`config.mk`:
```
export PLATFORM = sky130hd
export DESIGN_NAME = bus_glue
export DESIGN_NICKNAME = d
export VERILOG_FILES = /design/src/rtl/bus_glue_pkg.sv /design/src/rtl/bg_addr_capture.sv /design/src/rtl/bg_mem_decode.sv /design/src/rtl/bg_io_decode.sv /design/src/rtl/bg_lane_ctrl.sv /design/src/rtl/bus_glue.sv
export SDC_FILE = /design/constraint.sdc
export NUM_CORES = 1
export LEC_CHECK = 0
export ABC_CLOCK_PERIOD_IN_PS = 3400
export CAP_MARGIN = 20
export CORE_MARGIN = 2
export CORE_UTILIZATION = 61
export DETAILED_ROUTE_END_ITERATION = 8
export DONT_BUFFER_PORTS = 1
export GPL_TIMING_DRIVEN = 0
export PLACE_DENSITY = 0.82
export SLEW_MARGIN = 15
export SYNTH_ARGS = -nofsm -noshare
export SYNTH_HDL_FRONTEND = slang
export SYNTH_SLANG_ARGS = --single-unit
```
`constraint.sdc`:
```
create_clock -name clk -period 3.4 [get_ports clk]
set_clock_uncertainty 0.2 [all_clocks]
set_input_delay 0.17 -clock clk [delete_from_list [all_inputs] [get_ports clk]]
set_output_delay 0.17 -clock clk [all_outputs]
set_load 0.01 [all_outputs]
```
`src/rtl/bus_glue_pkg.sv`:
```
package bus_glue_pkg;
  localparam int CODE_W = 4;
  localparam logic [CODE_W-1:0] ACC_WORD_WR = 4'b0010;
  localparam logic [CODE_W-1:0] ACC_BYTE_WR = 4'b0011;
  localparam int READ_BIT = CODE_W - 1;

  localparam int N_IO_REGIONS = 4;
  localparam int IO_ROM = 0;
  localparam int IO_CON = 1;
  localparam int IO_AUX = 2;
  localparam int IO_PAR = 3;
endpackage

```
`src/rtl/bg_addr_capture.sv`:
```
module bg_addr_capture #(
  parameter int PA_W   = 22,
  parameter int CODE_W = 4
) (
  input  logic              clk,
  input  logic              rst_n,
  input  logic              as_n,
  input  logic [PA_W-1:0]   bus_ad,
  input  logic [CODE_W-1:0] acc_code,
  output logic [PA_W-1:0]   cap_addr,
  output logic [CODE_W-1:0] cap_code,
  output logic              cap_valid
);
  logic as_q;
  logic as_fall;

  assign as_fall = as_q & ~as_n;

  always_ff @(posedge clk) begin
    if (!rst_n) begin
      as_q      <= 1'b1;
      cap_addr  <= '0;
      cap_code  <= '0;
      cap_valid <= 1'b0;
    end else begin
      as_q <= as_n;
      if (as_fall) begin
        cap_addr  <= bus_ad;
        cap_code  <= acc_code;
        cap_valid <= 1'b1;
      end
    end
  end
endmodule

```
`src/rtl/bg_mem_decode.sv`:
```
module bg_mem_decode #(
  parameter int PA_W         = 22,
  parameter int BLK_BITS     = 5,
  parameter int RAM_BLKS     = 6,
  parameter int IOP_OFF_BITS = 13
) (
  input  logic [PA_W-1:1]          addr_hi,
  input  logic                     cap_valid,
  output logic [RAM_BLKS-1:0]      ram_cs,
  output logic [PA_W-BLK_BITS-2:0] ram_addr,
  output logic                     in_iopage
);
  localparam int BLK_LSB = PA_W - BLK_BITS;

  logic [BLK_BITS-1:0] blk;

  assign blk       = addr_hi[PA_W-1:BLK_LSB];
  assign in_iopage = &addr_hi[PA_W-1:IOP_OFF_BITS];
  assign ram_addr  = addr_hi[BLK_LSB-1:1];

  for (genvar i = 0; i < RAM_BLKS; i++) begin : g_blk
    assign ram_cs[i] = cap_valid & ~in_iopage & (blk == BLK_BITS'(i));
  end
endmodule

```
`src/rtl/bg_io_decode.sv`:
```
module bg_io_decode
  import bus_glue_pkg::*;
#(
  parameter int          IOP_OFF_BITS = 13,
  parameter logic [15:0] ROM_BASE     = 16'o173000,
  parameter logic [15:0] CON_BASE     = 16'o177560,
  parameter logic [15:0] AUX_BASE     = 16'o176500,
  parameter logic [15:0] PAR_BASE     = 16'o176160,
  parameter int          ROM_SPAN     = 9,
  parameter int          PORT_SPAN    = 3
) (
  input  logic [IOP_OFF_BITS-1:0] off,
  input  logic                    in_iopage,
  input  logic                    cap_valid,
  output logic [N_IO_REGIONS-1:0] io_cs
);
  localparam logic [15:0] BASE_TBL [N_IO_REGIONS] = '{ROM_BASE, CON_BASE, AUX_BASE, PAR_BASE};
  localparam int          SPAN_TBL [N_IO_REGIONS] = '{ROM_SPAN, PORT_SPAN, PORT_SPAN, PORT_SPAN};

  for (genvar r = 0; r < N_IO_REGIONS; r++) begin : g_region
    localparam logic [IOP_OFF_BITS-1:0] BASE_OFF = IOP_OFF_BITS'(BASE_TBL[r]);
    assign io_cs[r] = cap_valid & in_iopage &
                      ((off >> SPAN_TBL[r]) == (BASE_OFF >> SPAN_TBL[r]));
  end
endmodule

```
`src/rtl/bg_lane_ctrl.sv`:
```
module bg_lane_ctrl
  import bus_glue_pkg::*;
(
  input  logic              clk,
  input  logic              rst_n,
  input  logic              ds_n,
  input  logic [CODE_W-1:0] cap_code,
  input  logic              cap_a0,
  input  logic              cap_valid,
  output logic              we_lo,
  output logic              we_hi,
  output logic              oe
);
  logic ds_act;
  logic live;
  logic wr_word;
  logic wr_byte;

  always_ff @(posedge clk) begin
    if (!rst_n) ds_act <= 1'b0;
    else        ds_act <= ~ds_n;
  end

  assign live    = cap_valid & ds_act;
  assign wr_word = (cap_code == ACC_WORD_WR);
  assign wr_byte = (cap_code == ACC_BYTE_WR);

  assign we_lo = live & (wr_word | (wr_byte & ~cap_a0));
  assign we_hi = live & (wr_word | (wr_byte &  cap_a0));
  assign oe    = live & cap_code[READ_BIT];
endmodule

```
`src/rtl/bus_glue.sv`:
```
module bus_glue
  import bus_glue_pkg::*;
#(
  parameter int PA_W         = 22,
  parameter int BLK_BITS     = 5,
  parameter int RAM_BLKS     = 6,
  parameter int IOP_OFF_BITS = 13,
  localparam int RAM_AW      = PA_W - BLK_BITS - 1
) (
  input  logic                clk,
  input  logic                rst_n,
  input  logic [PA_W-1:0]     bus_ad,
  input  logic                as_n,
  input  logic                ds_n,
  input  logic [CODE_W-1:0]   acc_code,
  output logic [RAM_AW-1:0]   ram_addr,
  output logic [RAM_BLKS-1:0] ram_cs,
  output logic                we_lo,
  output logic                we_hi,
  output logic                oe,
  output logic                rom_cs,
  output logic                con_cs,
  output logic                aux_cs,
  output logic                par_cs
);
  logic [PA_W-1:0]         cap_addr;
  logic [CODE_W-1:0]       cap_code;
  logic                    cap_valid;
  logic                    in_iopage;
  logic [N_IO_REGIONS-1:0] io_cs;

  bg_addr_capture #(.PA_W(PA_W), .CODE_W(CODE_W)) u_cap (
    .clk(clk), .rst_n(rst_n), .as_n(as_n), .bus_ad(bus_ad), .acc_code(acc_code),
    .cap_addr(cap_addr), .cap_code(cap_code), .cap_valid(cap_valid)
  );

  bg_mem_decode #(
    .PA_W(PA_W), .BLK_BITS(BLK_BITS), .RAM_BLKS(RAM_BLKS), .IOP_OFF_BITS(IOP_OFF_BITS)
  ) u_mem (
    .addr_hi(cap_addr[PA_W-1:1]), .cap_valid(cap_valid),
    .ram_cs(ram_cs), .ram_addr(ram_addr), .in_iopage(in_iopage)
  );

  bg_io_decode #(.IOP_OFF_BITS(IOP_OFF_BITS)) u_io (
    .off(cap_addr[IOP_OFF_BITS-1:0]), .in_iopage(in_iopage),
    .cap_valid(cap_valid), .io_cs(io_cs)
  );

  bg_lane_ctrl u_lane (
    .clk(clk), .rst_n(rst_n), .ds_n(ds_n), .cap_code(cap_code),
    .cap_a0(cap_addr[0]), .cap_valid(cap_valid),
    .we_lo(we_lo), .we_hi(we_hi), .oe(oe)
  );

  assign rom_cs = io_cs[IO_ROM];
  assign con_cs = io_cs[IO_CON];
  assign aux_cs = io_cs[IO_AUX];
  assign par_cs = io_cs[IO_PAR];
endmodule

```
==> impl_summary.log <==
[metrics] Static Leakage: 0.724 nW
[metrics] # IOs: 59
[metrics] wire per inst: about 14 µm
[metrics] average cell area after synthesis: 8.29 µm²
[metrics] Core Footprint: 2190 µm²
[metrics] post-layout minimum cycle time: 1980 ps
[metrics] internal power: 515 µW
[metrics] fin crit share: 58.3%
[metrics] unrepaired setup endpoints after global routing: false
[metrics] worst setup timing slack at the placement stage: ~1800 ps
[metrics] largest net degree at the start of global routing: 11
[metrics] count of flip-flops with a built-in enable after synthesis: 0
[metrics] final global-route overflow total: 0
[metrics] Post-Syn Instances: 168
[metrics] number of remaining DRC errors: 0
[metrics] maximum fanout count along the critical path: 7
[metrics] RePlAce Congestion: ~0.81
[metrics] depth of the CTS H-tree: 2
[metrics] DIE AREA: 2680 µm²
[metrics] initial drt markers: 22
[metrics] global-route wire length before repair: 5440 µm
[metrics] post-synthesis simple-gate area fraction: 31.2%
[metrics] net switching component of the power: approximately 180 µW
[metrics] Avg Vias per Cell: 5.34
[metrics] Initial Util: between 60% and 70%
[metrics] maximum ir drop on the vdd rail: 290 µV
[metrics] Die Ht: 51.8 µm
[metrics] n_diodes: 0
[metrics] required arrival time at the worst endpoint: 3030 ps
[metrics] GR peak layer: met2
[metrics] met1 routing resource usage after global routing: between 20% and 30%
[metrics] clock share of power: 30.2%
[metrics] post-synthesis adder-cell area fraction: 0%
[metrics] clock tree from TritonCTS: built
[metrics] total wire length after detailed routing: 3220 µm
[metrics] startpoint class of the critical path: flop
[metrics] GRT Resource Usage Total: between 20% and 30%
[metrics] post-cts sizing count: 0
[metrics] number of buffers inserted during clock tree synthesis: 5
[metrics] fraction of final layout cells sized beyond drive strength 1: 17.2%
[metrics] # port buffers: 0
[metrics] status: finished, final reports clean
[metrics] crit end category: output pin
[metrics] Achievable Freq: just over 500 MHz
[metrics] met2 layer usage reported by global route: 53.6%
[metrics] number of search-and-repair iterations in the first detailed-routing pass: 6
[metrics] Hold WC Path Type: in2reg
[metrics] final total negative setup slack: 0 ps
[metrics] crit path setup slack, layout: 1420 ps
[metrics] part of the power in combinational logic: 15.3%
[metrics] number of antenna violations at the first check in global routing: 0
[metrics] fraction of power spent switching nets: 25.8%
[metrics] layout overhead on the synthesized area: 27.3%
[metrics] sequential standard cell area: 581 µm²
[metrics] antenna violation net count after detailed routing: 0
[metrics] Fin. Hold Viols: 0
[metrics] FP Rows: 17
[metrics] clock buffer depth: 2
[metrics] horizontal die dimension: around 52 µm
[metrics] max-slew violation count: 0
[metrics] yosys warns: 0
[metrics] met3 Usage GRT: between 8 and 9%
[metrics] synthesized flop and latch total: 29
[metrics] syn_nets: 198
[metrics] clock transition at the registers of the reported paths: about 90 ps
[metrics] netlist area before placement: 1390 µm²
[metrics] number of fillers in the final layout: about 150
[metrics] Worst EP arrival: 1610 ps
[metrics] half-perimeter wire length of the detailed placement result: 2150 µm
[metrics] largest family of logic cells by synthesized area: simple AND/OR/NAND/NOR gates
[metrics] Worst-Margin Slew: 377 ps
[metrics] Skew-Pair Late Insertion Delay: about 330 ps
[metrics] Reg power frac: 54.5%
[metrics] top cells by area in the synthesized netlist: sky130_fd_sc_hd__dfxtp_1, sky130_fd_sc_hd__nand2_1, sky130_fd_sc_hd__a21boi_1
[metrics] Final Core Density: 80.9%
[metrics] post-layout instance area: 1770 µm²
[metrics] Final setup violation count: 0
[metrics] Placed Area: between 1000 and 1500 µm²
[metrics] area share of the leading cell type in the synthesized netlist: 41.7%
[metrics] type of the setup path with the least slack: reg2out
[metrics] max capacitance violation total: 0
[metrics] Root Driver: sky130_fd_sc_hd__clkbuf_4
[metrics] vias post-DR: 1238
[metrics] proportion of synthesized chip area in sequential cells: 41.7%
[metrics] Max transition margin: 74.7%
[metrics] Power per Cell Area: 391 nW/µm²
[metrics] count of nets after finishing: 234
[metrics] mux cell area share after synthesis: 0%
[metrics] multi-input combinational cell area: roughly 650 µm²
[metrics] asr flop ratio synth: 0%
[metrics] Clock Sink Count: 29
[metrics] number of different library cells in the post-synthesis netlist: 25
[metrics] fraction of synthesized cell area in xor and xnor cells: 0%
[metrics] Synth Area in Compound Gates: between 15 and 20%
[metrics] number of global-route vias before repair: 1277
[metrics] Primary FF master, synth: sky130_fd_sc_hd__dfxtp_1
[metrics] area leader, netlist: sky130_fd_sc_hd__dfxtp_1
worst paths after layout:
check | cells after the start | slack, ps | start | to
worst min register to register | 2 | 260 | u_cap.cap_code[2] | u_cap.cap_code[2]
worst min-delay path | 2 | 20 | rst_n | u_cap.cap_valid
worst max-delay path | 3 | 1420 | u_cap.cap_addr[17] | rom_cs
worst max register to register | 5 | 1940 | u_cap.as_q | u_cap.cap_addr[0]
synthesized netlist by cell type (all sizes together) (2+ instances only):
library cell	number
nor3	3
a21oi	2
nor2b	2
nand2	54
nor4b	3
a21boi	26
nand4	4
buf	22
dfxtp	29
clkbuf	3
nand2b	3
and3	2
nor2	6
power groups by stage:
| stage | Clock, mW | Sequential, mW | Combinational, mW |
|---|---|---|---|
| 2_1_floorplan | 0 | 0.380 | 0.0670 |
| 3_3_place_gp | 0 | 0.384 | 0.0760 |
| 3_5_place_dp | 0 | 0.385 | 0.0785 |
| 4_1_cts | 0.214 | 0.377 | 0.105 |
| 5_1_grt | 0.225 | 0.381 | 0.118 |
| 6_report | 0.210 | 0.378 | 0.106 |
cell type report:
class	instances	area share, %
flip-flops and latches	29	32.7
multi-input cells	113	36.5
well taps	28	1.98
clock buffers	7	3.11
inverters	1	0.212
repair buffers	29	16.4
plain buffers	25	9.10
registers in the layout, indices dropped and copies added, names as in the netlist:
register,count
u_cap.cap_valid,1
u_cap.cap_addr,22
u_cap.as_q,1
u_cap.cap_code,4
u_lane.ds_act,1
repair_timing:
item,CTS,global route
endpoints found under the hold margin,28,0
setup buffers,0,0
hold buffers,29,0
routing by layer:
metal	routed length [µm]	vias up	share of wire (%)
li1	-	610	-
met1	1260	578	39
met2	1710	42	53
met3	174	8	5.4
met4	84	0	2.6
met5	0	-	0
cell usage in the layout (no fill, tap or decap), types with 2 or more instances in the layout:
cell / instances
sky130_fd_sc_hd__nand2_1: 54
sky130_fd_sc_hd__clkbuf_4: 5
sky130_fd_sc_hd__a21boi_1: 26
sky130_fd_sc_hd__nor3_1: 3
sky130_fd_sc_hd__dfxtp_1: 29
sky130_fd_sc_hd__buf_4: 16
sky130_fd_sc_hd__a21oi_1: 2
sky130_fd_sc_hd__nor2b_1: 2
sky130_fd_sc_hd__nor4b_2: 3
sky130_fd_sc_hd__dlygate4sd3_1: 29
sky130_fd_sc_hd__nor2_1: 6
sky130_fd_sc_hd__clkbuf_1: 4
sky130_fd_sc_hd__nand4_1: 3
sky130_fd_sc_hd__buf_2: 6
sky130_fd_sc_hd__nand2b_1: 3
cell families (layout without fill, tap and decap cells):
| logic type | after synthesis | after routing |
|---|---|---|
| flops | 29 | 29 |
| simple gates | 84 | 84 |
| buf+inv | 26 | 62 |
| compound gates | 29 | 29 |
critical path, cell delays in order (launching register included):
cell and delay [ps]:
sky130_fd_sc_hd__dfxtp_1 450, sky130_fd_sc_hd__nand4_1 170, sky130_fd_sc_hd__or2_4 290, sky130_fd_sc_hd__nor4b_2 370
per-stage QoR:
step	power, mW	cells	hold WS (ps)
finish	0.693	232	19.0
global route	0.724	232	45.0
CTS	0.696	232	27.5
detailed placement	0.464	196	46.7
global placement	0.460	196	42.6
floorplan	0.447	168	41.6
Note: power is estimated with default switching activity, not from simulation.
